[src/rtl/stby_seq_pkg.sv]
package stby_seq_pkg;

    typedef enum logic [3:0] {
        S_OFF,
        S_UP5,
        S_UP33,
        S_UP18,
        S_SETTLE,
        S_STBY,
        S_DN_HOLD,
        S_DN18,
        S_DN33
    } seq_st_e;

    typedef enum logic [2:0] {
        STAT_OFF   = 3'd0,
        STAT_UP    = 3'd1,
        STAT_STBY  = 3'd2,
        STAT_DOWN  = 3'd3,
        STAT_FAULT = 3'd4
    } stat_e;

    typedef struct packed {
        logic p5;
        logic v33;
        logic p18;
        logic p105;
    } pg_t;

    function automatic int ceil_div(input int num, input int den);
        return (num + den - 1) / den;
    endfunction

    function automatic int at_least_one(input int v);
        return (v < 1) ? 1 : v;
    endfunction

    function automatic int max3(input int a, input int b, input int c);
        int m;
        m = (a > b) ? a : b;
        return (m > c) ? m : c;
    endfunction

    function automatic stat_e stat_of(input seq_st_e s, input logic fault);
        case (s)
            S_OFF:                      return fault ? STAT_FAULT : STAT_OFF;
            S_UP5, S_UP33, S_UP18,
            S_SETTLE:                   return STAT_UP;
            S_STBY:                     return STAT_STBY;
            default:                    return STAT_DOWN;
        endcase
    endfunction

endpackage

[src/rtl/stby_sync.sv]
module stby_sync #(
    parameter int W      = 4,
    parameter int STAGES = 2
) (
    input  logic         clk,
    input  logic         rst,
    input  logic [W-1:0] d,
    output logic [W-1:0] q
);
    logic [W-1:0] stg [STAGES];

    for (genvar i = 0; i < STAGES; i++) begin : g_stage
        if (i == 0) begin : g_first
            always_ff @(posedge clk) begin
                if (rst) stg[0] <= '0;
                else     stg[0] <= d;
            end
        end else begin : g_next
            always_ff @(posedge clk) begin
                if (rst) stg[i] <= '0;
                else     stg[i] <= stg[i-1];
            end
        end
    end

    assign q = stg[STAGES-1];
endmodule

[src/rtl/stby_timer.sv]
module stby_timer #(
    parameter int CNT_W = 8,
    parameter int LIMIT = 100
) (
    input  logic             clk,
    input  logic             rst,
    input  logic             restart,
    output logic [CNT_W-1:0] cnt
);
    localparam logic [CNT_W-1:0] LIM = CNT_W'(LIMIT);

    always_ff @(posedge clk) begin
        if (rst || restart)  cnt <= '0;
        else if (cnt != LIM) cnt <= cnt + 1'b1;
    end

    assert_cnt_saturates_R6: assert property (@(posedge clk) disable iff (rst)
        cnt <= LIM);
endmodule

[src/rtl/stby_fsm.sv]
module stby_fsm
    import stby_seq_pkg::*;
#(
    parameter int TMO_CYC  = 1000,
    parameter int DLY_CYC  = 10,
    parameter int HOLD_CYC = 1,
    parameter int CNT_W    = 10
) (
    input  logic             clk,
    input  logic             rst,
    input  logic             req,
    input  logic             allow,
    input  pg_t              pg,
    input  logic [CNT_W-1:0] cnt,
    output logic             restart,
    output logic             en5,
    output logic             en33,
    output logic             en18,
    output logic             hub_n,
    output logic             kill,
    output logic [2:0]       status
);
    localparam logic [CNT_W-1:0] TMO_LAST  = CNT_W'(TMO_CYC - 1);
    localparam logic [CNT_W-1:0] DLY_LAST  = CNT_W'(DLY_CYC - 1);
    localparam logic [CNT_W-1:0] HOLD_LAST = CNT_W'(HOLD_CYC - 1);

    seq_st_e st, nxt;
    logic    req_q, fault_q;
    logic    req_rise, to_fault, deny, tmo_hit, all_good;

    assign req_rise = req & ~req_q;
    assign tmo_hit  = (cnt == TMO_LAST);
    assign all_good = pg.p5 & pg.v33 & pg.p18 & pg.p105;

    always_comb begin
        nxt      = st;
        to_fault = 1'b0;
        deny     = 1'b0;
        case (st)
            S_OFF: begin
                if (req_rise) begin
                    if (allow) nxt  = S_UP5;
                    else       deny = 1'b1;
                end
            end
            S_UP5: begin
                if (!req)          nxt = S_DN_HOLD;
                else if (pg.p5)    nxt = S_UP33;
                else if (tmo_hit) begin
                    nxt      = S_DN_HOLD;
                    to_fault = 1'b1;
                end
            end
            S_UP33: begin
                if (!req)          nxt = S_DN_HOLD;
                else if (pg.v33)   nxt = S_UP18;
                else if (tmo_hit) begin
                    nxt      = S_DN_HOLD;
                    to_fault = 1'b1;
                end
            end
            S_UP18: begin
                if (!req)                   nxt = S_DN_HOLD;
                else if (pg.p18 && pg.p105) nxt = S_SETTLE;
                else if (tmo_hit) begin
                    nxt      = S_DN_HOLD;
                    to_fault = 1'b1;
                end
            end
            S_SETTLE: begin
                if (!req)                 nxt = S_DN_HOLD;
                else if (cnt == DLY_LAST) nxt = S_STBY;
            end
            S_STBY: begin
                if (!req || !all_good) nxt = S_DN_HOLD;
            end
            S_DN_HOLD: begin
                if (cnt == HOLD_LAST) nxt = S_DN18;
            end
            S_DN18:  nxt = S_DN33;
            S_DN33:  nxt = S_OFF;
            default: nxt = S_OFF;
        endcase
    end

    assign restart = (nxt != st);

    always_ff @(posedge clk) begin
        if (rst) begin
            st      <= S_OFF;
            req_q   <= 1'b0;
            fault_q <= 1'b0;
            kill    <= 1'b0;
            en5     <= 1'b0;
            en33    <= 1'b0;
            en18    <= 1'b0;
            hub_n   <= 1'b0;
        end else begin
            st    <= nxt;
            req_q <= req;
            kill  <= to_fault | deny;
            if (st == S_OFF && req_rise) fault_q <= 1'b0;
            else if (to_fault)           fault_q <= 1'b1;
            if (nxt == S_UP5)  en5  <= 1'b1;
            else if (nxt == S_OFF) en5 <= 1'b0;
            if (nxt == S_UP33) en33 <= 1'b1;
            else if (nxt == S_DN33) en33 <= 1'b0;
            if (nxt == S_UP18) en18 <= 1'b1;
            else if (nxt == S_DN18) en18 <= 1'b0;
            if (nxt == S_STBY) hub_n <= 1'b1;
            else if (nxt == S_DN_HOLD) hub_n <= 1'b0;
        end
    end

    assign status = stat_of(st, fault_q);

    assert_3v3_needs_5v_R2: assert property (@(posedge clk) disable iff (rst)
        en33 |-> en5);
    assert_1v8_needs_3v3_R2: assert property (@(posedge clk) disable iff (rst)
        en18 |-> en33);
    assert_hub_needs_rails_R4: assert property (@(posedge clk) disable iff (rst)
        hub_n |-> (en18 && en5));
    assert_reset_before_1v8_off_R7: assert property (@(posedge clk) disable iff (rst)
        $fell(en18) |-> (!hub_n && $past(!hub_n)));
    assert_kill_single_R6: assert property (@(posedge clk) disable iff (rst)
        kill |=> !kill);
    assert_fault_all_off_R9: assert property (@(posedge clk) disable iff (rst)
        (status == 3'(STAT_FAULT)) |-> (!en5 && !en33 && !en18 && !hub_n));
endmodule

[src/rtl/stby_seq_top.sv]
module stby_seq_top
    import stby_seq_pkg::*;
#(
    parameter int CLK_HZ      = 50_000_000,
    parameter int SYNC_STAGES = 2
) (
    input  logic       clk,
    input  logic       rst,
    input  logic       pwr_req,
    input  logic       pwr_allow,
    input  logic       pg_5v,
    input  logic       ok_3v3_mon,
    input  logic       pg_1v8,
    input  logic       pg_1v05,
    output logic       en_5v,
    output logic       en_3v3,
    output logic       en_1v8,
    output logic       hub_rst_n,
    output logic       active_kill,
    output logic [2:0] seq_status
);
    localparam int TMO_CYC  = at_least_one(CLK_HZ);
    localparam int DLY_CYC  = at_least_one(ceil_div(CLK_HZ, 100));
    localparam int HOLD_CYC = at_least_one(ceil_div(CLK_HZ, 2_500_000));
    localparam int TOP_CYC  = max3(TMO_CYC, DLY_CYC, HOLD_CYC);
    localparam int CNT_W    = $clog2(TOP_CYC + 1);

    pg_t              pg_raw, pg_s;
    logic             restart;
    logic [CNT_W-1:0] cnt;

    assign pg_raw = '{p5: pg_5v, v33: ok_3v3_mon, p18: pg_1v8, p105: pg_1v05};

    stby_sync #(.W($bits(pg_t)), .STAGES(SYNC_STAGES)) u_sync (
        .clk (clk),
        .rst (rst),
        .d   (pg_raw),
        .q   (pg_s)
    );

    stby_timer #(.CNT_W(CNT_W), .LIMIT(TOP_CYC)) u_timer (
        .clk     (clk),
        .rst     (rst),
        .restart (restart),
        .cnt     (cnt)
    );

    stby_fsm #(
        .TMO_CYC  (TMO_CYC),
        .DLY_CYC  (DLY_CYC),
        .HOLD_CYC (HOLD_CYC),
        .CNT_W    (CNT_W)
    ) u_fsm (
        .clk     (clk),
        .rst     (rst),
        .req     (pwr_req),
        .allow   (pwr_allow),
        .pg      (pg_s),
        .cnt     (cnt),
        .restart (restart),
        .en5     (en_5v),
        .en33    (en_3v3),
        .en18    (en_1v8),
        .hub_n   (hub_rst_n),
        .kill    (active_kill),
        .status  (seq_status)
    );
endmodule

[config.mk]
export PLATFORM = sky130hd
export DESIGN_NAME = stby_seq_top
export DESIGN_NICKNAME = d
export VERILOG_FILES = /design/src/rtl/stby_seq_pkg.sv /design/src/rtl/stby_sync.sv /design/src/rtl/stby_timer.sv /design/src/rtl/stby_fsm.sv /design/src/rtl/stby_seq_top.sv
export SDC_FILE = /design/constraint.sdc
export NUM_CORES = 1
export LEC_CHECK = 0
export BUFFER_PORTS_ARGS = -buffer_cell sky130_fd_sc_hd__buf_2
export CAP_MARGIN = 20
export CORE_MARGIN = 4
export CORE_UTILIZATION = 40
export CTS_CLUSTER_SIZE = 10
export DETAILED_ROUTE_END_ITERATION = 10
export GPL_TIMING_DRIVEN = 0
export PLACE_DENSITY = 0.68
export RECOVER_POWER = 100
export SLEW_MARGIN = 20
export SYNTH_ARGS = -nofsm -noshare
export SYNTH_HDL_FRONTEND = slang
export SYNTH_SLANG_ARGS = --single-unit
[constraint.sdc]
create_clock -name clk -period 2.9 [get_ports clk]
set_input_delay 0.58 -clock clk [delete_from_list [all_inputs] [get_ports clk]]
set_output_delay 0.58 -clock clk [all_outputs]
set_load 0.05 [all_outputs]
==> flow_summary.toml <==
[yosys]
yosys_warnings = 0
synth_edf_count = 0
synth-main-ff-cell = "dfxtp_1"
synth-seq-cells = 45
yosysSeqAreaShare_pct = 35.3
synth.distinct_cells = 53
async_flop_share_pct = 0
synth_nets = 288
synthCells = 278
synthTopCellsByArea = "dfxtp_1, a2111oi_2, xnor2_1, xor2_1, nand4_1"
netlist.area_leader.share_pct = 35.3
syn_area_um2 = 2550
yosys.area.top_type = "dfxtp_1"
syn_area_per_cell_um2 = 9.18

[place]
place_ws_ps = -295
portBuffers = 14
routabilityCongestion = 0.932
dpl.cell_count = 367
dpl.hpwl_mm = 4.31

[drt]
first_pass_iters = 4
drtAntennaViolNets = 0
avgViaCountPerCell = 5.82
m1WireLength_mm = 2.78
highest_layer = "met4"
wl_per_cell_um = 15.4
route.detailed.drc = 0
drt-initial-drc-count = 202
wl_met2_mm = 2.61
met3_length_um = 313
vias = 2189
drt-total-wl_mm = 5.79

[timing]
finalHoldViolations = 0
fin_skew_ps = 12.5
slew-limit-headroom_pct = 43.6
grt_setup_unrepaired = "no"
fin_crit_sh_pct = 94.8
holdWs_ps = 441
fmax_mhz = 364
worst_slack_ps = 151
tightest_slew_ps = 835
drv_slew = 0
setup_viol = 0
period_minus_slack_ps = 2750

[clock_network]
cts_num_sinks = 45
htree_levels = 2
clk_pin_slew_ps = 80
cts_tree = "yes"
clockRootBuffer = "clkbuf_8"
numCtsBuffers = 5
holdBufCountCts = 0
clock_latency_ps = 310
clockBufferDepth = 2

[final_layout]
layout.cells.non_filler = 376
diodes = 0
top_regs = "u_timer.cnt x26, u_sync.stg x8, u_fsm.st x4"
synthToLayoutAreaGrowth_pct = 11.2
final_cell_mix = "dfxtp_1, clkbuf_1, nand2_1, a2111oi_2, xnor2_1"
final_common_cell = "dfxtp_1"
layout-drive-gt1-share_pct = 20.9
nFillCells = 606
largest_reg_flops = 26
top_register = "u_timer.cnt"
nNetsFinal = 310

[global_routing]
antenna_found_initial = 0
grt_pass1_wl_mm = 9.92
grt.overflow.total = 0
track_usage_pct = 16.0
grt_pass1_vias = 1986
grt_max_degree = 15

[floorplanning]
start_util_pct = 42.1
die_width_um = 87.9
dieArea_um2 = 7720
core_area_um2 = 6060
die_y_um = 87.9
ioPinCount = 16
num_rows = 28

[worst_setup_path]
critPathKind = "reg2reg"
crit_fanout = 10
cp-end-kind = "register"
arrival_ps = 2940
crit_required_ps = 3090
worst_setup_path_start_kind = "register"

[power_and_ir_drop]
p_per_area_nw_per_um2 = 450
power.leakage_nw = 0.826
ir_drop_mv = 0.210
fin_total_pwr_mw = 1.28

[hold_path]
hold_path_class = "reg2reg"

[run]
drv_cap = 0

[run_status]
status = "complete, no violations"
==> Yosys cell counts, drive strengths merged (3+ instances only) <==
cell type  count
xnor2         15
a21oi          7
nor2          12
nand2b         7
a211oi         3
clkbuf        16
nor2b         10
xor2           9
nor4b          5
buf            7
nand2         17
and4           3
nand4         12
o21ai          6
dfxtp         45
or4            5
nor4           6
nor3          11
or3            4
a2111oi       26
inv           11
nand3         10
==> worst max-delay path, stage by stage, from the launching register on <==
cell	delay (ps)
dfxtp_2	390
nand4_1	150
or4_4	530
or2_0	250
buf_6	130
and4_4	180
or3_1	350
buf_6	150
buf_6	150
a2111oi_1	360
==> kinds of logic after synthesis <==
| kind of cell | after synthesis | synth area share [%] |
|---|---|---|
| AOI/OAI and AO/OA | 59 | 23.1 |
| xor gates and xnor gates | 24 | 8.24 |
| adders and majority gates | 2 | 0.981 |
| buffers and inverters | 34 | 6.28 |
| DFF | 45 | 35.3 |
| muxes | 1 | 0.392 |
| and+or+nand+nor | 113 | 25.7 |
==> per-stage QoR <==
step	util (%)	setup TNS [ps]	cell area, um2
2_1_floorplan	-	0	2560
3_5_place_dp	44.9	-5760	2720
6_report	46.8	0	2840
3_3_place_gp	44.9	-5410	2720
4_1_cts	46.6	0	2820
5_1_grt	46.8	0	2840
==> path summary, 6_finish.rpt <==
check | startpoint | to | slack [ps] | cells past startpoint
setup / recovery | u_timer.cnt[22]$_SDFFE_PP0P_ | u_timer.cnt[20]$_SDFFE_PP0P_ | 150 | 9
hold reg to reg | u_sync.stg[0][2]$_SDFF_PP0_ | u_sync.stg[1][2]$_SDFF_PP0_ | 440 | 1
setup reg to reg | u_timer.cnt[22]$_SDFFE_PP0P_ | u_timer.cnt[20]$_SDFFE_PP0P_ | 150 | 9
hold / removal | u_sync.stg[0][2]$_SDFF_PP0_ | u_sync.stg[1][2]$_SDFF_PP0_ | 440 | 1
==> what timing repair did <==
item	4_1_cts	5_1_grt
endpoints found under the hold margin	0	0
pin swaps	0	1
setup buffers	0	1
resized for setup	4	21
endpoints found under the setup margin	20	21
==> final cells by class <==
cell class                 instances  area [um2]  share of cell area, %
tap                               75        93.8                   3.31
clock buffer                       5        68.8                   2.43
clock inverter                     3        17.5                  0.618
sequential                        45         916                   32.3
multi-input combinational        199        1500                   52.7
inverter                          11        41.3                   1.46
timing repair buffer              15        70.1                   2.47
buffer                            23         134                   4.72
==> where the power goes <==
group | leakage, nW | total [mW] | switching (mW) | internal [mW]
clock network | 0.0439 | 0.388 | 0.221 | 0.167
registers | 0.372 | 0.646 | 0.0104 | 0.636
logic | 0.410 | 0.242 | 0.167 | 0.0751
==> per-layer routing <==
layer	up-vias	track usage (%)
li1	1088	-
met2	50	24.2
met5	-	0
met3	7	2.54
met1	1044	23.3
met4	0	4.60
Note: power is estimated with default switching activity, not from simulation.
